`config.mk`:
```
export PLATFORM = sky130hd
export DESIGN_NAME = gpio_mux_port
export DESIGN_NICKNAME = d
export VERILOG_FILES = /design/src/rtl/gpio_mux_port_pkg.sv /design/src/rtl/gpio_in_sync.sv /design/src/rtl/gpio_pin_sel.sv /design/src/rtl/gpio_port_regs.sv /design/src/rtl/gpio_mux_port.sv
export SDC_FILE = /design/constraint.sdc
export NUM_CORES = 1
export LEC_CHECK = 0
export BUFFER_PORTS_ARGS = -buffer_cell sky130_fd_sc_hd__clkbuf_2
export CORE_MARGIN = 2
export CORE_UTILIZATION = 55
export DETAILED_ROUTE_END_ITERATION = 6
export GPL_TIMING_DRIVEN = 0
export PLACE_DENSITY_LB_ADDON = 0.08
export SLEW_MARGIN = 20
export SYNTH_ARGS = -nofsm -noshare
export SYNTH_HDL_FRONTEND = slang
export SYNTH_SLANG_ARGS = --single-unit
```
`constraint.sdc`:
```
create_clock -name clk -period 5.1 [get_ports clk]
set_clock_uncertainty 0.05 [all_clocks]
set_input_delay 1.02 -clock clk [delete_from_list [all_inputs] [get_ports clk]]
set_output_delay 1.02 -clock clk [all_outputs]
set_load 0.02 [all_outputs]
```
`src/rtl/gpio_mux_port_pkg.sv`:
```
// Shared constants and register address encoding for the multiplexed GPIO port.
package gpio_mux_port_pkg;
    localparam int ADDR_W = 4;

    typedef enum logic [ADDR_W-1:0] {
        REG_FUNC = 4'd0,
        REG_MUX  = 4'd1,
        REG_DATA = 4'd2,
        REG_DSET = 4'd3,
        REG_DCLR = 4'd4,
        REG_DIRS = 4'd5,
        REG_DIRC = 4'd6,
        REG_INEN = 4'd7
    } port_reg_e;
endpackage

```
`src/rtl/gpio_in_sync.sv`:
```
// Multi-stage synchroniser for a vector of asynchronous pad inputs.
// Assumes each bit is independent; no bus coherency is implied.
module gpio_in_sync #(
    parameter int WIDTH  = 16,
    parameter int STAGES = 2
) (
    input  logic             clk,
    input  logic             rst_n,
    input  logic [WIDTH-1:0] async_in,
    output logic [WIDTH-1:0] sync_out
);
    logic [WIDTH-1:0] stage_q [STAGES];

    for (genvar s = 0; s < STAGES; s++) begin : g_stage
        if (s == 0) begin : g_first
            // First flop captures the raw pad value.
            always_ff @(posedge clk) begin
                if (!rst_n) stage_q[0] <= '0;
                else        stage_q[0] <= async_in;
            end
        end else begin : g_next
            // Later flops resolve metastability.
            always_ff @(posedge clk) begin
                if (!rst_n) stage_q[s] <= '0;
                else        stage_q[s] <= stage_q[s-1];
            end
        end
    end

    assign sync_out = stage_q[STAGES-1];
endmodule

```
`src/rtl/gpio_pin_sel.sv`:
```
// Per-pin output steering: the GPIO latch/direction, or one of NFUNC
// peripheral output/enable pairs chosen by a select code.
// Assumes NFUNC is a power of two so every select code is valid.
module gpio_pin_sel #(
    parameter int NFUNC = 4,
    localparam int SEL_W = $clog2(NFUNC)
) (
    input  logic             fn_en,
    input  logic [SEL_W-1:0] sel,
    input  logic             gpio_out,
    input  logic             gpio_oe,
    input  logic [NFUNC-1:0] fn_out,
    input  logic [NFUNC-1:0] fn_oe,
    output logic             pad_out,
    output logic             pad_oe
);
    // Choose the driver source for this pin.
    always_comb begin
        if (fn_en) begin
            pad_out = fn_out[sel];
            pad_oe  = fn_oe[sel];
        end else begin
            pad_out = gpio_out;
            pad_oe  = gpio_oe;
        end
    end
endmodule

```
`src/rtl/gpio_port_regs.sv`:
```
// Register file for the port: function enable, mux word, data latch with
// set/clear access, direction with set/clear access, input enable.
// Registered read port with one cycle of latency. Assumes NPINS*SEL_W
// equals BUS_W and NPINS is below BUS_W.
module gpio_port_regs
    import gpio_mux_port_pkg::*;
#(
    parameter int NPINS = 16,
    parameter int SEL_W = 2,
    parameter int BUS_W = 32,
    localparam int MUX_W = NPINS * SEL_W
) (
    input  logic              clk,
    input  logic              rst_n,
    input  logic              bus_wr,
    input  logic              bus_rd,
    input  logic [ADDR_W-1:0] bus_addr,
    input  logic [BUS_W-1:0]  bus_wdata,
    output logic [BUS_W-1:0]  bus_rdata,
    input  logic [NPINS-1:0]  pad_sync,
    output logic [NPINS-1:0]  fn_en_q,
    output logic [MUX_W-1:0]  mux_q,
    output logic [NPINS-1:0]  dat_q,
    output logic [NPINS-1:0]  dir_q,
    output logic [NPINS-1:0]  pint_out
);
    logic [NPINS-1:0] inen_q;
    logic [NPINS-1:0] wbits;
    logic [NPINS-1:0] in_gated;
    logic [NPINS-1:0] data_view;

    assign wbits     = bus_wdata[NPINS-1:0];
    assign in_gated  = pad_sync & inen_q;
    assign data_view = (dir_q & dat_q) | (~dir_q & in_gated);
    assign pint_out  = in_gated;

    // Register writes, including atomic set/clear updates.
    always_ff @(posedge clk) begin
        if (!rst_n) begin
            fn_en_q <= '0;
            mux_q   <= '0;
            dat_q   <= '0;
            dir_q   <= '0;
            inen_q  <= '0;
        end else if (bus_wr) begin
            case (bus_addr)
                REG_FUNC: fn_en_q <= wbits;
                REG_MUX:  mux_q   <= bus_wdata[MUX_W-1:0];
                REG_DATA: dat_q   <= wbits;
                REG_DSET: dat_q   <= dat_q | wbits;
                REG_DCLR: dat_q   <= dat_q & ~wbits;
                REG_DIRS: dir_q   <= dir_q | wbits;
                REG_DIRC: dir_q   <= dir_q & ~wbits;
                REG_INEN: inen_q  <= wbits;
                default:  ;
            endcase
        end
    end

    // Registered read mux; holds the last value between reads.
    always_ff @(posedge clk) begin
        if (!rst_n) begin
            bus_rdata <= '0;
        end else if (bus_rd) begin
            case (bus_addr)
                REG_FUNC:           bus_rdata <= BUS_W'(fn_en_q);
                REG_MUX:            bus_rdata <= BUS_W'(mux_q);
                REG_DATA:           bus_rdata <= BUS_W'(data_view);
                REG_DSET, REG_DCLR: bus_rdata <= BUS_W'(dat_q);
                REG_DIRS, REG_DIRC: bus_rdata <= BUS_W'(dir_q);
                REG_INEN:           bus_rdata <= BUS_W'(inen_q);
                default:            bus_rdata <= '0;
            endcase
        end
    end
endmodule

```
`src/rtl/gpio_mux_port.sv`:
```
// Top of the multiplexed GPIO port: register file, pad input synchroniser
// and one output steering cell per pin. Peripheral pairs are flattened
// with index pin*NFUNC + function.
module gpio_mux_port
    import gpio_mux_port_pkg::*;
#(
    parameter int NPINS       = 16,
    parameter int NFUNC       = 4,
    parameter int SYNC_STAGES = 2,
    parameter int BUS_W       = 32,
    localparam int SEL_W = $clog2(NFUNC),
    localparam int MUX_W = NPINS * SEL_W,
    localparam int FN_W  = NPINS * NFUNC
) (
    input  logic              clk,
    input  logic              rst_n,
    input  logic              bus_wr,
    input  logic              bus_rd,
    input  logic [ADDR_W-1:0] bus_addr,
    input  logic [BUS_W-1:0]  bus_wdata,
    output logic [BUS_W-1:0]  bus_rdata,
    input  logic [NPINS-1:0]  pad_in,
    output logic [NPINS-1:0]  pad_out,
    output logic [NPINS-1:0]  pad_oe,
    input  logic [FN_W-1:0]   fn_out,
    input  logic [FN_W-1:0]   fn_oe,
    output logic [NPINS-1:0]  pint_out
);
    logic [NPINS-1:0] pad_sync;
    logic [NPINS-1:0] fn_en_q;
    logic [MUX_W-1:0] mux_q;
    logic [NPINS-1:0] dat_q;
    logic [NPINS-1:0] dir_q;

    gpio_in_sync #(
        .WIDTH  (NPINS),
        .STAGES (SYNC_STAGES)
    ) u_sync (
        .clk      (clk),
        .rst_n    (rst_n),
        .async_in (pad_in),
        .sync_out (pad_sync)
    );

    gpio_port_regs #(
        .NPINS (NPINS),
        .SEL_W (SEL_W),
        .BUS_W (BUS_W)
    ) u_regs (
        .clk       (clk),
        .rst_n     (rst_n),
        .bus_wr    (bus_wr),
        .bus_rd    (bus_rd),
        .bus_addr  (bus_addr),
        .bus_wdata (bus_wdata),
        .bus_rdata (bus_rdata),
        .pad_sync  (pad_sync),
        .fn_en_q   (fn_en_q),
        .mux_q     (mux_q),
        .dat_q     (dat_q),
        .dir_q     (dir_q),
        .pint_out  (pint_out)
    );

    for (genvar n = 0; n < NPINS; n++) begin : g_pin
        gpio_pin_sel #(
            .NFUNC (NFUNC)
        ) u_sel (
            .fn_en    (fn_en_q[n]),
            .sel      (mux_q[n*SEL_W +: SEL_W]),
            .gpio_out (dat_q[n]),
            .gpio_oe  (dir_q[n]),
            .fn_out   (fn_out[n*NFUNC +: NFUNC]),
            .fn_oe    (fn_oe[n*NFUNC +: NFUNC]),
            .pad_out  (pad_out[n]),
            .pad_oe   (pad_oe[n])
        );
    end
endmodule

```
Yosys cells after proc, flatten, opt, wreduce, memory -nomap -nowiden
Memories as Yosys holds them, arrays and structs flattened.
Cells that the tools add are included.
- register bits: 128
- memory bits (writable): 32
- bits of input ports: 184
- output and inout port bits: 80
- logic and storage cells: 155
- memories: 1
- memories (name ; words ; width ; read ports ; clocked after memory_dff ; write ports ; RTL line ; RTL):
    u_sync.stage_q ; 2 ; 16 ; 2 ; 0 ; 2 ; gpio_in_sync.sv:12 ; logic [WIDTH-1:0] stage_q [STAGES];
- $lt $le $gt $ge: 16
- equal/unequal tests: 7
- mux-type cells: 103
- bitwise gates (word level): 12
- reduce and logical (&&, ||, !) cells: 10
- operators with widths (kind ; number):
    $pmux W32 S6 ; 1
    $and A16 B16 Y16 ; 5
    $mux W1 ; 66
    $bmux W1 S2 ; 32
    $lt A2 B3 Y1 const B ; 16
    $or A16 B16 Y16 ; 3
    $pmux W16 S3 ; 1
    $mux W16 ; 2
    $not A16 Y16 ; 2
    $pmux W16 S2 ; 1
    $eq A4 B3 Y1 const B ; 4
    $reduce_and A2 Y1 ; 5
    $eq A4 B2 Y1 const B ; 2
    $eq A4 B1 Y1 const B ; 1
    $logic_not A4 Y1 ; 1
    $reduce_or A2 Y1 ; 2
    $reduce_bool A3 Y1 ; 1
    $or A1 B1 Y1 ; 2
    $reduce_bool A2 Y1 ; 1

Depth between registers and ports, before layout
Gate-level depths: netlist of the first run.
- depth after elaboration: 4
- depth in mapped cells: 8
- gate-level depth less buffers: 4

Modules after synthesis
From an unflattened synthesis of the first run, not the netlist that was laid out.
- cell total of the unflattened synthesis: 915
- area, all modules: 7973.9 sq um
- modules (own cells, without submodules) (module ; times used ; cells each ; area an instance (sq um)):
    gpio_port_regs ; 1 ; 672 ; 5716.7
    gpio_pin_sel ; 16 ; 11 ; 85.1
    gpio_in_sync ; 1 ; 67 ; 895.9

Worst setup path after synthesis of the first run
Ideal clock, no wire load.
- kind: input-to-output
- start: input fn_oe[3]
- end: output pad_oe[0]
- data arrival time: 1.867 ns
- required time: 4.030 ns
- slack: 2.163 ns
- stages on the path: 3
- buffers on the path: 1
- cell sequence: mux4_2 -> mux2_2 -> buf_4
- longest elaborated chain between the ends: 3
- ends and longest elaborated chain (item ; RTL line ; RTL):
    from (decl) ; gpio_mux_port.sv:26 ; input logic [FN_W-1:0] fn_oe,
    $bmux W1 S2 ; gpio_pin_sel.sv:21 ; pad_oe = fn_oe[sel];
    $mux W1 (not written as such) ; gpio_pin_sel.sv:21 ;
    $mux W1 ; gpio_pin_sel.sv:19 ; if (fn_en) begin
    to (decl) ; gpio_mux_port.sv:24 ; output logic [NPINS-1:0] pad_oe,
No other way between the ends. The select of a mux whose other input is x is not followed.

Final worst setup path of the first run
- start: input fn_oe[23]
- end: output pad_oe[5]
Same word-level chain as after synthesis.

==> impl_metrics.prom, run 1 <==
# TYPE chip_impl_metric gauge
chip_impl_metric{name="finalCriticalPeriod",unit="ns"} 3.26
chip_impl_metric{name="finalSetupViolations",unit=""} 0
chip_impl_metric{name="synthesis.area_per_instance",unit="µm²"} 9.21
chip_impl_metric{name="global_router_s_overall_resource_usage",unit="%"} 34.6
chip_impl_metric{name="synthesis.area",unit="mm²"} 0.00779
chip_impl_metric{name="synthesis.instances",unit=""} 846
chip_impl_metric{name="final-hold-violation-count",unit=""} 0
chip_impl_metric{name="htree_num_levels",unit=""} 4
chip_impl_metric{name="detail_route.wl_per_cell",unit="µm"} 19.8
chip_impl_metric{name="final_report_max_slew_violation_count",unit=""} 0
chip_impl_info{name="hold_class",value="register to register"} 1
chip_impl_metric{name="yosys_warnings",unit=""} 0
chip_impl_metric{name="nFillCells",unit=""} 1151
chip_impl_info{name="grt_setup_unrepaired",value="no"} 1
chip_impl_metric{name="placementRows",unit=""} 43
chip_impl_metric{name="gpl.final_weighted_congestion",unit=""} 0.894
chip_impl_metric{name="remaining_global_route_overflow",unit=""} 0
chip_impl_metric{name="cts_repair_resize_count",unit=""} 0
chip_impl_metric{name="fin_hold_ws",unit="ns"} 0.381
chip_impl_metric{name="areaGrowthSynthToFinish",unit="%"} 27.6
chip_impl_metric{name="instances_no_fill",unit=""} 1318
chip_impl_metric{name="period_share",unit="%"} 64.0
chip_impl_metric{name="setup.reg_to_reg.worst_slack",unit="ns"} 3.76
chip_impl_metric{name="timing.slew.headroom",unit="%"} 24.0
chip_impl_metric{name="worstRegToRegCells",unit=""} 4
chip_impl_metric{name="grt_pass1_wl",unit="µm"} 39000
chip_impl_metric{name="detailed_router_s_first_iteration_violation_count",unit=""} 744
chip_impl_metric{name="portBuffers",unit=""} 260
chip_impl_metric{name="mappedNetlistNets",unit=""} 1030
chip_impl_metric{name="cap_viol_max_count",unit=""} 0
chip_impl_metric{name="critPathMaxFanout",unit=""} 1
chip_impl_metric{name="longest_clk_path_bufs",unit=""} 2
chip_impl_metric{name="grt_start_max_net_pins",unit=""} 17
chip_impl_metric{name="detail-route-antenna-nets",unit=""} 0
chip_impl_metric{name="synth_async_sr_flop_share",unit="%"} 0
chip_impl_metric{name="floorplan.core_area",unit="mm²"} 0.0139
chip_impl_info{name="crit_path_end_kind",value="primary output"} 1
chip_impl_metric{name="dp_cells",unit=""} 1286
chip_impl_metric{name="power_density_over_the_cells",unit="mW/mm²"} 299
chip_impl_metric{name="hpwlAfterDp",unit="µm"} 18800
chip_impl_metric{name="post_route_cells_drive_above_1_share",unit="%"} 37.7
chip_impl_metric{name="number_of_antenna_violations_at_the_first_check_in_global_routing",unit=""} 1
chip_impl_info{name="tritoncts",value="built"} 1
chip_impl_info{name="worst_hold_startpoint",value="u_sync.stage_q[0][1]"} 1
chip_impl_metric{name="critical_path_arrival",unit="ns"} 2.19
chip_impl_info{name="synth_flop_cell",value="sky130_fd_sc_hd__dfxtp_1"} 1
chip_impl_metric{name="area_occupied_by_registers",unit="mm²"} 0.00320
chip_impl_metric{name="post_synth_edffs",unit=""} 0
chip_impl_metric{name="synth.lib_cells_used.distinct",unit=""} 51
chip_impl_metric{name="die_y",unit="µm"} 123
chip_impl_metric{name="fraction_of_the_yosys_area_taken_by_sequential_cells",unit="%"} 41.1
chip_impl_info{name="kind_of_critical_path",value="primary input to primary output"} 1
chip_impl_metric{name="cts-buffers-inserted",unit=""} 17
chip_impl_metric{name="clk_pin_slew_worst_paths",unit="ns"} 0.06
chip_impl_metric{name="boundaryPins",unit=""} 264
chip_impl_metric{name="fin_setup_tns",unit="ns"} 0
chip_impl_metric{name="initial_utilization",unit="%"} 56.1
chip_impl_metric{name="die_width",unit="µm"} 123
chip_impl_metric{name="area_used_by_multi_input_combinational_logic",unit="mm²"} 0.00401
chip_impl_metric{name="fin_util",unit="%"} 71.7
chip_impl_metric{name="final_total_pwr",unit="W"} 0.00298
chip_impl_metric{name="cts.sinks",unit=""} 160
chip_impl_info{name="clockRootBuffer",value="sky130_fd_sc_hd__clkbuf_16"} 1
chip_impl_metric{name="worst_hold_path_cell_count",unit=""} 1
chip_impl_metric{name="vdd_drop_max",unit="mV"} 0.224
chip_impl_metric{name="clock_latency",unit="ns"} 0.43
chip_impl_metric{name="drc",unit=""} 0
chip_impl_metric{name="totalWireLength",unit="µm"} 26100
chip_impl_metric{name="max_clock_freq",unit="MHz"} 306
chip_impl_metric{name="worst-endpoint-required",unit="ns"} 4.03
chip_impl_metric{name="vias_per_cell",unit=""} 5.95
chip_impl_metric{name="synth.ff_latch_count",unit=""} 160
chip_impl_metric{name="antenna_cells",unit=""} 0
chip_impl_metric{name="fp.dieArea",unit="mm²"} 0.0151
chip_impl_metric{name="design.final.nets",unit=""} 1309
chip_impl_info{name="run_status",value="complete, no violations"} 1
chip_impl_metric{name="dr_total_vias",unit=""} 7836
chip_impl_info{name="r2r-end",value="u_regs.bus_rdata[7]"} 1
chip_impl_info{name="worstReg2RegStart",value="u_sync.stage_q[1][7]"} 1
chip_impl_info{name="whs_endpoint",value="u_sync.stage_q[1][1]"} 1
chip_impl_metric{name="timing_worst_slew_pin_value",unit="ns"} 1.13
chip_impl_metric{name="post-cts-setup-buffers",unit=""} 0
chip_impl_metric{name="firstDrtPassIters",unit=""} 7
chip_impl_metric{name="power.leakage",unit="nW"} 4.10
chip_impl_metric{name="first_global_vias",unit=""} 7326
chip_impl_metric{name="cts-hold-fix-buffers",unit=""} 0
chip_impl_info{name="crit_path_start_kind",value="primary input"} 1
cell usage in the layout, fill, tap and decap left out, types with 11 or more instances in the layout:
cell type                   Yosys  layout
sky130_fd_sc_hd__clkbuf_2       1     261
sky130_fd_sc_hd__dfxtp_1      160     160
sky130_fd_sc_hd__nand2_1      146     146
sky130_fd_sc_hd__a21oi_1      101     101
sky130_fd_sc_hd__and2_1        52      52
sky130_fd_sc_hd__o21ai_0       49      49
sky130_fd_sc_hd__buf_4         36      36
sky130_fd_sc_hd__clkbuf_1      34      34
sky130_fd_sc_hd__mux4_2        32      32
sky130_fd_sc_hd__mux2_2        32      32
sky130_fd_sc_hd__nand2b_1      20      20
sky130_fd_sc_hd__nand3_1       17      17
sky130_fd_sc_hd__clkbuf_16      0      17
sky130_fd_sc_hd__a31oi_1       16      16
sky130_fd_sc_hd__a32o_1        16      16
sky130_fd_sc_hd__a211oi_1      16      16
sky130_fd_sc_hd__a221oi_1      13      13
sky130_fd_sc_hd__buf_2         12      12
sky130_fd_sc_hd__a22oi_1       12      12
sky130_fd_sc_hd__inv_1         11      11
report_power, final:
group	switching [W]	internal (W)	total, W
Sequential	0.0000233	0.00128	0.00130
Combinational	0.000169	0.000140	0.000309
Clock	0.000533	0.000831	0.00136
worst max path at each step:
stage	start	to	slack, ns	depth (start not counted)
floorplan	fn_oe[3]	pad_oe[0]	2.16	3
global placement	fn_oe[23]	pad_oe[5]	1.84	5
detailed placement	fn_oe[23]	pad_oe[5]	1.83	5
CTS	fn_oe[23]	pad_oe[5]	1.83	5
global route	fn_out[23]	pad_out[5]	1.83	5
finish	fn_oe[23]	pad_oe[5]	1.84	5
sequential cells by signal, indices dropped and copies added (netlist names), named ones only:
register,flops
u_regs.mux_q,32
u_regs.bus_rdata,32
u_regs.inen_q,16
u_regs.fn_en_q,16
u_sync.stage_q,32
u_regs.dat_q,16
layer usage:
layer | up-vias | track usage (%) | wire [µm]
met1 | 3674 | 43.7 | 10100
met4 | 2 | 14.8 | 852
li1 | 3569 | - | -
met2 | 511 | 56.4 | 12200
met3 | 80 | 8.72 | 3000
met5 | - | 0 | 11
logic make-up after synthesis:
family,count (synthesis),share of synthesized area [%]
AOI/OAI and AO/OA,239,18.8
buffers and inverters,102,7.48
muxes,69,14.5
xor gates and xnor gates,2,0.225
DFF,160,41.1
and+or+nand+nor,274,17.9
final cells by class:
class	count	share of cell area, %
multi-input combinational	584	40.3
sequential	160	32.2
timing repair buffer	260	13.1
buffer	90	5.41
clock buffer	18	4.42
tap	180	2.26
clock inverter	14	1.89
inverter	12	0.453
synth_stat cells, drive strengths merged (2+ instances only):
cell    count  area (µm²)
dfxtp     160        3200
nand2     146         548
a21oi     103         531
buf        55         405
and2       53         332
o21ai      50         250
clkbuf     35         133
mux2       32         360
mux4       32         721
nand2b     20         125
nand3      17        85.1
a211oi     16         120
a31oi      16         100
a32o       16         160
a221oi     13         114
a22oi      12        90.1
inv        11        41.3
o31ai      10        75.1
or2        10        62.6
mux2i       5        50.1
nor3        5        30.0
nor2b       4        25.0
nor3b       4        46.3
or3         4        25.0
nor2        2        7.51
nor4b       2        47.6
or3b        2        20.0
stage by stage:
step	area, µm²	setup WS, ns
floorplan	7790	2.16
global placement	9320	1.84
detailed placement	9320	1.83
CTS	9950	1.83
global route	9950	1.83
finish	9950	1.84
worst max-delay path, cell delays in order:
cell	delay, ns
sky130_fd_sc_hd__clkbuf_2	0.09
sky130_fd_sc_hd__mux4_2	0.51
sky130_fd_sc_hd__mux2_2	0.29
sky130_fd_sc_hd__buf_4	0.13
sky130_fd_sc_hd__clkbuf_2	0.15
(Power assumes the default switching activity.)
==> inputs of run 2 (changes only) <==
--- a/config.mk
+++ b/config.mk
@@ -5,9 +5,10 @@
 export SDC_FILE = /design/constraint.sdc
 export NUM_CORES = 1
 export LEC_CHECK = 0
+export ABC_AREA = 1
 export BUFFER_PORTS_ARGS = -buffer_cell sky130_fd_sc_hd__clkbuf_2
 export CORE_MARGIN = 2
-export CORE_UTILIZATION = 55
+export CORE_UTILIZATION = 46
 export DETAILED_ROUTE_END_ITERATION = 6
 export GPL_TIMING_DRIVEN = 0
 export PLACE_DENSITY_LB_ADDON = 0.08
==> constraint.sdc (replaced) <==
create_clock -name clk -period 3 [get_ports clk]
set_clock_uncertainty 0.05 [all_clocks]
set_input_delay 0.6 -clock clk [delete_from_list [all_inputs] [get_ports clk]]
set_output_delay 0.6 -clock clk [all_outputs]
set_load 0.02 [all_outputs]
==> impl_metrics.prom, run 2 <==
# TYPE chip_impl_metric gauge
chip_impl_metric{name="post-cts-setup-buffers",unit=""} 0
chip_impl_info{name="synth_flop_cell",value="sky130_fd_sc_hd__dfxtp_1"} 1
chip_impl_info{name="worst_hold_startpoint",value="pad_in[6]"} 1
chip_impl_metric{name="cts-hold-fix-buffers",unit=""} 0
chip_impl_info{name="synth_top_family_by_area",value="simple AND/OR/NAND/NOR gates"} 1
chip_impl_info{name="final_common_cell",value="sky130_fd_sc_hd__clkbuf_2"} 1
chip_impl_metric{name="firstDrtPassIters",unit=""} 6
chip_impl_metric{name="synth.ff_latch_count",unit=""} 160
chip_impl_metric{name="longest_clk_path_bufs",unit=""} 2
chip_impl_metric{name="fin_setup_tns",unit="ns"} 0
chip_impl_metric{name="cap_viol_max_count",unit=""} 0
chip_impl_metric{name="vias_per_cell",unit=""} 5.37
chip_impl_metric{name="antenna_cells",unit=""} 0
chip_impl_metric{name="gpl.final_weighted_congestion",unit=""} 0.943
chip_impl_metric{name="synth_async_sr_flop_share",unit="%"} 0
chip_impl_metric{name="first_global_vias",unit=""} 8206
chip_impl_metric{name="dp_worst_setup_slack",unit="ns"} 0.560
chip_impl_metric{name="die_width",unit="µm"} 137
chip_impl_metric{name="power.share.clock",unit="%"} 43.6
chip_impl_info{name="critical-path-slowest-cell",value="sky130_fd_sc_hd__dfxtp_1"} 1
chip_impl_info{name="cpMostUsedCell",value="sky130_fd_sc_hd__o21ai_0"} 1
chip_impl_metric{name="drc",unit=""} 0
chip_impl_metric{name="max_clock_freq",unit="MHz"} 408
chip_impl_info{name="critical-path-top-delay-family",value="flip-flops"} 1
chip_impl_metric{name="final-hold-violation-count",unit=""} 0
chip_impl_metric{name="htree_num_levels",unit=""} 4
chip_impl_info{name="clockRootBuffer",value="sky130_fd_sc_hd__clkbuf_16"} 1
chip_impl_metric{name="worst_hold_path_cell_count",unit=""} 3
chip_impl_info{name="worstReg2RegStart",value="u_regs.inen_q[11]"} 1
chip_impl_metric{name="synthesis.area_per_instance",unit="µm²"} 6.64
chip_impl_info{name="layout_common_cells",value="sky130_fd_sc_hd__clkbuf_2, sky130_fd_sc_hd__nand2_1, sky130_fd_sc_hd__nor2_1"} 1
chip_impl_metric{name="remaining_global_route_overflow",unit=""} 0
chip_impl_info{name="leading_registers_by_flop_count",value="u_regs.bus_rdata (32), u_regs.mux_q (32), u_sync.stage_q (32)"} 1
chip_impl_metric{name="placementRows",unit=""} 48
chip_impl_metric{name="switching_share",unit="%"} 28.8
chip_impl_info{name="r2r-end",value="u_regs.bus_rdata[11]"} 1
chip_impl_metric{name="synth-adder-area-share",unit="%"} 0
chip_impl_metric{name="fin_hold_ws",unit="ns"} 0.287
chip_impl_info{name="post-synth-top-count-cell",value="sky130_fd_sc_hd__nand2_1"} 1
chip_impl_metric{name="critical_path_buf_inv_count",unit=""} 3
chip_impl_metric{name="detail_route.wl_per_cell",unit="µm"} 17.1
chip_impl_metric{name="detailed_router_s_first_iteration_violation_count",unit=""} 898
chip_impl_metric{name="post_route_cells_drive_above_1_share",unit="%"} 24.2
chip_impl_metric{name="synth_compound_area_share",unit="%"} 21.5
chip_impl_metric{name="cts_repair_resize_count",unit=""} 0
chip_impl_info{name="whs_endpoint",value="u_sync.stage_q[0][6]"} 1
chip_impl_metric{name="nFillCells",unit=""} 1711
chip_impl_metric{name="synthesis.area",unit="mm²"} 0.00819
chip_impl_metric{name="areaGrowthSynthToFinish",unit="%"} 26.6
chip_impl_metric{name="cts.sinks",unit=""} 160
chip_impl_metric{name="floorplan.core_area",unit="mm²"} 0.0174
chip_impl_metric{name="totalWireLength",unit="µm"} 30000
chip_impl_metric{name="combPwrFrac",unit="%"} 12.3
chip_impl_metric{name="timing.slew.headroom",unit="%"} 42.2
chip_impl_metric{name="synth.lib_cells_used.distinct",unit=""} 29
chip_impl_metric{name="vdd_drop_max",unit="mV"} 0.426
chip_impl_metric{name="worstRegToRegCells",unit=""} 8
chip_impl_metric{name="post-synth-top-area-fraction",unit="%"} 39.1
chip_impl_metric{name="fraction_of_the_yosys_area_taken_by_sequential_cells",unit="%"} 39.1
chip_impl_metric{name="yosys_warnings",unit=""} 0
chip_impl_metric{name="dr_total_vias",unit=""} 9401
chip_impl_info{name="kind_of_critical_path",value="register to primary output"} 1
chip_impl_info{name="grt_setup_unrepaired",value="no"} 1
chip_impl_metric{name="design.final.nets",unit=""} 1697
chip_impl_metric{name="initial_utilization",unit="%"} 47.2
chip_impl_metric{name="power_density_over_the_cells",unit="mW/mm²"} 490
chip_impl_metric{name="hpwlAfterDp",unit="µm"} 22500
chip_impl_info{name="run_status",value="complete, no violations"} 1
chip_impl_metric{name="sequential_share_of_power",unit="%"} 44.1
chip_impl_info{name="crit_chain",value="inv_1, o21ai_0, o22ai_1, nand2_1, o21ai_0, buf_4, clkbuf_2"} 1
chip_impl_metric{name="cts-buffers-inserted",unit=""} 17
chip_impl_metric{name="instances_no_fill",unit=""} 1751
chip_impl_metric{name="mappedNetlistNets",unit=""} 1417
chip_impl_metric{name="timing_worst_slew_pin_value",unit="ns"} 0.867
chip_impl_metric{name="portBuffers",unit=""} 261
chip_impl_metric{name="power.leakage",unit="nW"} 5.02
chip_impl_metric{name="setup.reg_to_reg.worst_slack",unit="ns"} 1.75
chip_impl_metric{name="synth_xor_xnor_area_share",unit="%"} 0
chip_impl_metric{name="worst-endpoint-required",unit="ns"} 2.35
chip_impl_info{name="hold_class",value="primary input to register"} 1
chip_impl_metric{name="finalCriticalPeriod",unit="ns"} 2.45
chip_impl_metric{name="final_report_max_slew_violation_count",unit=""} 0
chip_impl_metric{name="grt_pass1_wl",unit="µm"} 44400
chip_impl_metric{name="fp.dieArea",unit="mm²"} 0.0189
chip_impl_metric{name="number_of_antenna_violations_at_the_first_check_in_global_routing",unit=""} 0
chip_impl_metric{name="critical_path_arrival",unit="ns"} 1.80
chip_impl_metric{name="synthSimpleGateAreaFrac",unit="%"} 27.1
chip_impl_info{name="netlist_top_cells_count",value="sky130_fd_sc_hd__nand2_1, sky130_fd_sc_hd__nor2_1, sky130_fd_sc_hd__dfxtp_1, sky130_fd_sc_hd__o21ai_0, sky130_fd_sc_hd__inv_1"} 1
chip_impl_metric{name="fin_util",unit="%"} 59.8
chip_impl_metric{name="post_synth_mux_area_share",unit="%"} 0
chip_impl_metric{name="cp_slowest_stage_delay",unit="ns"} 0.48
chip_impl_info{name="tritoncts",value="built"} 1
chip_impl_info{name="cell_type_contributing_the_most_total_cell_area_after_synthesis",value="sky130_fd_sc_hd__dfxtp_1"} 1
chip_impl_metric{name="global_router_s_overall_resource_usage",unit="%"} 31.3
chip_impl_metric{name="power.switching",unit="W"} 0.00146
chip_impl_info{name="crit_path_end_kind",value="primary output"} 1
chip_impl_metric{name="grt_start_max_net_pins",unit=""} 18
chip_impl_metric{name="finalSetupViolations",unit=""} 0
chip_impl_metric{name="post_synth_edffs",unit=""} 0
chip_impl_metric{name="dp_cells",unit=""} 1719
chip_impl_metric{name="timing.final.ws_setup",unit="ns"} 0.548
chip_impl_metric{name="synthesis.instances",unit=""} 1233
chip_impl_metric{name="die_y",unit="µm"} 137
chip_impl_metric{name="p_int",unit="W"} 0.00362
chip_impl_info{name="crit_path_start_kind",value="register"} 1
chip_impl_metric{name="detail-route-antenna-nets",unit=""} 0
chip_impl_metric{name="boundaryPins",unit=""} 264
chip_impl_metric{name="period_share",unit="%"} 81.7
chip_impl_metric{name="clock_latency",unit="ns"} 0.44
chip_impl_metric{name="clk_pin_slew_worst_paths",unit="ns"} 0.07
chip_impl_info{name="synth.area.top_cells",value="sky130_fd_sc_hd__dfxtp_1, sky130_fd_sc_hd__nand2_1, sky130_fd_sc_hd__o21ai_0, sky130_fd_sc_hd__nor2_1, sky130_fd_sc_hd__a21oi_1"} 1
chip_impl_metric{name="critPathMaxFanout",unit=""} 6
==> run 2: cells by family after synthesis <==
logic type      Yosys count
buf+inv                 213
compound gates          332
flops                   160
simple gates            528
==> run 2: worst max-delay path by stage <==
stage                           from              end  slack, ns  cells past startpoint
detailed placement       bus_addr[2]  u_regs.mux_q[4]       0.56                      8
CTS                 u_regs.mux_q[14]        pad_oe[7]       0.58                      7
global route        u_regs.mux_q[16]        pad_oe[8]       0.45                      7
global placement         bus_addr[2]  u_regs.mux_q[4]       0.58                      8
floorplan                  fn_oe[60]       pad_oe[15]       1.20                      5
finish              u_regs.mux_q[14]        pad_oe[7]       0.55                      7
==> run 2: routing by layer <==
layer / share of wire (%) / up-vias / global-route usage [%] / routed length (µm)
met2: 44 / 566 / 49.6 / 13100
li1: - / 4596 / - / -
met3: 11 / 75 / 6.92 / 3300
met4: 2.8 / 0 / 10.0 / 835
met5: 0 / - / 0 / 0
met1: 43 / 4164 / 42.5 / 12800
==> run 2: power groups by stage <==
stage | Sequential, W | Clock [W] | Combinational, W
6_report | 0.00224 | 0.00222 | 0.000625
3_5_place_dp | 0.00229 | 0 | 0.000614
4_1_cts | 0.00224 | 0.00221 | 0.000617
2_1_floorplan | 0.00229 | 0 | 0.000317
5_1_grt | 0.00224 | 0.00230 | 0.000681
3_3_place_gp | 0.00228 | 0 | 0.000610
==> run 2: worst reg2reg max path, stage by stage (launching register included) <==
cell and delay [ns]:
sky130_fd_sc_hd__dfxtp_1 0.36, sky130_fd_sc_hd__nand2_1 0.13, sky130_fd_sc_hd__o21ai_0 0.20, sky130_fd_sc_hd__nand2_1 0.07
sky130_fd_sc_hd__nand2_1 0.07, sky130_fd_sc_hd__inv_1 0.04, sky130_fd_sc_hd__nand3_1 0.06, sky130_fd_sc_hd__nand2_1 0.05
sky130_fd_sc_hd__a21oi_1 0.14
==> run 2: final cells by class <==
| cell class | count | area, µm² | share of cell area [%] |
|---|---|---|---|
| Multi-Input combinational cell | 860 | 3980 | 38.4 |
| Sequential cell | 160 | 3200 | 30.9 |
| Timing Repair Buffer | 261 | 1310 | 12.6 |
| Buffer | 88 | 538 | 5.19 |
| Inverter | 125 | 472 | 4.55 |
| Clock buffer | 17 | 425 | 4.10 |
| Tap cell | 225 | 282 | 2.71 |
| Clock inverter | 15 | 168 | 1.62 |
==> run 2: metrics by stage <==
stage	total power (W)	area [µm²]
after floorplan	0.00260	8190
after global placement	0.00289	9780
after detailed placement	0.00290	9780
after CTS	0.00506	10400
after global routing	0.00523	10400
final	0.00508	10400
==> inputs of run 3 (changes only) <==
--- a/config.mk
+++ b/config.mk
@@ -5,7 +5,7 @@
 export SDC_FILE = /design/constraint.sdc
 export NUM_CORES = 1
 export LEC_CHECK = 0
-export ABC_AREA = 1
+export ABC_AREA = 0
 export BUFFER_PORTS_ARGS = -buffer_cell sky130_fd_sc_hd__clkbuf_2
 export CORE_MARGIN = 2
 export CORE_UTILIZATION = 46
==> constraint.sdc (replaced) <==
create_clock -name clk -period 2 [get_ports clk]
set_clock_uncertainty 0.05 [all_clocks]
set_input_delay 0.4 -clock clk [delete_from_list [all_inputs] [get_ports clk]]
set_output_delay 0.4 -clock clk [all_outputs]
set_load 0.02 [all_outputs]
==> impl_metrics.prom, run 3 (synthesized netlist as in run 1, its figures left out) <==
# TYPE chip_impl_metric gauge
chip_impl_info{name="run_status",value="complete, but fails checks"} 1
chip_impl_info{name="violated_checks",value="negative setup slack"} 1
chip_impl_metric{name="gpl.final_weighted_congestion",unit=""} 0.850
chip_impl_metric{name="antenna_cells",unit=""} 0
chip_impl_metric{name="worst-endpoint-required",unit="ns"} 1.55
chip_impl_metric{name="critical_path_arrival",unit="ns"} 1.78
chip_impl_metric{name="dpl-instance-area",unit="mm²"} 0.00937
chip_impl_metric{name="area_occupied_by_registers",unit="mm²"} 0.00326
chip_impl_metric{name="cts-hold-fix-buffers",unit=""} 0
chip_impl_metric{name="finalSetupViolations",unit=""} 32
chip_impl_metric{name="instances_no_fill",unit=""} 1342
chip_impl_metric{name="timing_worst_slew_pin_value",unit="ns"} 1.04
chip_impl_metric{name="hpwlAfterDp",unit="µm"} 19600
chip_impl_info{name="crit_path_end_kind",value="primary output"} 1
chip_impl_metric{name="detail-route-antenna-nets",unit=""} 0
chip_impl_metric{name="floorplan.core_area",unit="mm²"} 0.0166
chip_impl_metric{name="totalWireLength",unit="µm"} 27500
chip_impl_info{name="clockRootBuffer",value="sky130_fd_sc_hd__clkbuf_16"} 1
chip_impl_metric{name="cts.sinks",unit=""} 160
chip_impl_metric{name="portBuffers",unit=""} 260
chip_impl_metric{name="die_y",unit="µm"} 134
chip_impl_metric{name="design.final.nets",unit=""} 1293
chip_impl_metric{name="fp.dieArea",unit="mm²"} 0.0180
chip_impl_metric{name="power_density_over_the_cells",unit="mW/mm²"} 720
chip_impl_metric{name="clock_latency",unit="ns"} 0.43
chip_impl_metric{name="vdd_drop_max",unit="mV"} 0.722
chip_impl_metric{name="nFillCells",unit=""} 1522
chip_impl_info{name="grt_setup_unrepaired",value="yes"} 1
chip_impl_metric{name="dr_total_vias",unit=""} 7623
chip_impl_metric{name="htree_num_levels",unit=""} 4
chip_impl_metric{name="clk_pin_slew_worst_paths",unit="ns"} 0.06
chip_impl_metric{name="firstDrtPassIters",unit=""} 7
chip_impl_metric{name="post_route_cells_drive_above_1_share",unit="%"} 38.9
chip_impl_metric{name="area_used_by_multi_input_combinational_logic",unit="mm²"} 0.00416
chip_impl_metric{name="grt_start_max_net_pins",unit=""} 17
chip_impl_metric{name="fin_util",unit="%"} 62.7
chip_impl_metric{name="cap_viol_max_count",unit=""} 0
chip_impl_metric{name="number_of_antenna_violations_at_the_first_check_in_global_routing",unit=""} 0
chip_impl_metric{name="postLayoutCellArea",unit="mm²"} 0.0104
chip_impl_metric{name="die_width",unit="µm"} 134
chip_impl_metric{name="detailed_router_s_first_iteration_violation_count",unit=""} 773
chip_impl_metric{name="fin_setup_tns",unit="ns"} -5.19
chip_impl_metric{name="grt_pass1_wl",unit="µm"} 41200
chip_impl_metric{name="fin_hold_ws",unit="ns"} 0.117
chip_impl_metric{name="detail_route.wl_per_cell",unit="µm"} 20.5
chip_impl_info{name="kind_of_critical_path",value="register to primary output"} 1
chip_impl_metric{name="placementRows",unit=""} 47
chip_impl_metric{name="areaGrowthSynthToFinish",unit="%"} 33.4
chip_impl_info{name="final_common_cell",value="sky130_fd_sc_hd__clkbuf_2"} 1
chip_impl_metric{name="global_router_s_overall_resource_usage",unit="%"} 30.5
chip_impl_metric{name="critPathMaxFanout",unit=""} 3
chip_impl_metric{name="timing.slew.headroom",unit="%"} 30.4
chip_impl_metric{name="period_share",unit="%"} 112
chip_impl_info{name="crit_path_start_kind",value="register"} 1
chip_impl_metric{name="boundaryPins",unit=""} 264
chip_impl_metric{name="longest_clk_path_bufs",unit=""} 2
chip_impl_metric{name="cts-buffers-inserted",unit=""} 17
chip_impl_info{name="hold_class",value="primary input to register"} 1
chip_impl_metric{name="first_global_vias",unit=""} 7195
chip_impl_metric{name="remaining_global_route_overflow",unit=""} 0
chip_impl_metric{name="dp_cells",unit=""} 1326
chip_impl_metric{name="power.leakage",unit="nW"} 4.13
chip_impl_metric{name="vias_per_cell",unit=""} 5.68
chip_impl_metric{name="max_clock_freq",unit="MHz"} 448
chip_impl_info{name="leading_registers_by_flop_count",value="u_regs.bus_rdata (32), u_regs.mux_q (32), u_sync.stage_q (32)"} 1
chip_impl_info{name="tritoncts",value="built"} 1
chip_impl_metric{name="drc",unit=""} 0
chip_impl_metric{name="final_report_max_slew_violation_count",unit=""} 0
chip_impl_info{name="layout_common_cells",value="sky130_fd_sc_hd__clkbuf_2, sky130_fd_sc_hd__nand2_1, sky130_fd_sc_hd__dfxtp_1"} 1
chip_impl_metric{name="finalCriticalPeriod",unit="ns"} 2.23
chip_impl_metric{name="final-hold-violation-count",unit=""} 0
chip_impl_metric{name="initial_utilization",unit="%"} 47.0
chip_impl_metric{name="timing.final.ws_setup",unit="ns"} -0.230
-- run 3: cell count changes in the layout (fill, tap and decap cells not counted), moves of 52 or more --
cell / previous run / this run
sky130_fd_sc_hd__inv_1: 122 / 11
sky130_fd_sc_hd__nand2_1: 236 / 146
sky130_fd_sc_hd__nor2_1: 165 / 1
sky130_fd_sc_hd__o21ai_0: 152 / 49
sky130_fd_sc_hd__and2_1: 0 / 52
sky130_fd_sc_hd__nand3_1: 95 / 17
-- run 3: where the power goes --
part	switching, W	internal [W]
Clock	0.00141	0.00192
Sequential	0.0000601	0.00325
Combinational	0.000454	0.000392
-- run 3: what timing repair did --
item / 4_1_cts / 5_1_grt
buffers inserted: 16 / 0
endpoints found under the hold margin: 0 / 0
gates resized for setup: 128 / 42
endpoints found under the setup margin: 86 / 52
-- run 3: final timing paths --
kind	endpoint	slack, ns	cells past startpoint	start
worst min register to register	u_sync.stage_q[1][2]	0.38	1	u_sync.stage_q[0][2]
worst max register to register	u_regs.bus_rdata[7]	0.67	4	u_sync.stage_q[1][7]
worst max-delay path	pad_out[5]	-0.23	3	u_regs.mux_q[10]
worst min-delay path	u_sync.stage_q[0][14]	0.12	2	pad_in[14]
-- run 3: worst max-delay path, stage by stage, from the launching register on --
cell,delay [ns]
sky130_fd_sc_hd__dfxtp_4,0.37
sky130_fd_sc_hd__mux4_2,0.54
sky130_fd_sc_hd__mux2_4,0.30
sky130_fd_sc_hd__buf_8,0.13
-- run 3: final cells by class --
class	count	share of cell area [%]
Timing Repair Buffer	276	16.8
Buffer	58	2.90
Inverter	12	0.433
Clock buffer	19	4.36
Clock inverter	13	1.46
Multi-Input combinational cell	584	40.1
Sequential cell	160	31.4
Tap cell	220	2.65
-- run 3: per-layer routing --
| metal | wire length [µm] | vias up | global-route usage [%] |
|---|---|---|---|
| met3 | 2870 | 55 | 6.84 |
| met2 | 12500 | 465 | 47.1 |
| met1 | 11400 | 3568 | 42.1 |
| met5 | 0 | - | 0 |
| met4 | 707 | 0 | 11.1 |
| li1 | - | 3535 | - |
-- run 3: through the flow --
step,total power (W),setup WS [ns]
final,0.00749,-0.230
after floorplan,0.00378,0.0660
after global routing,0.00770,-0.271
after global placement,0.00417,-0.704
after detailed placement,0.00418,-0.670
after CTS,0.00746,-0.250
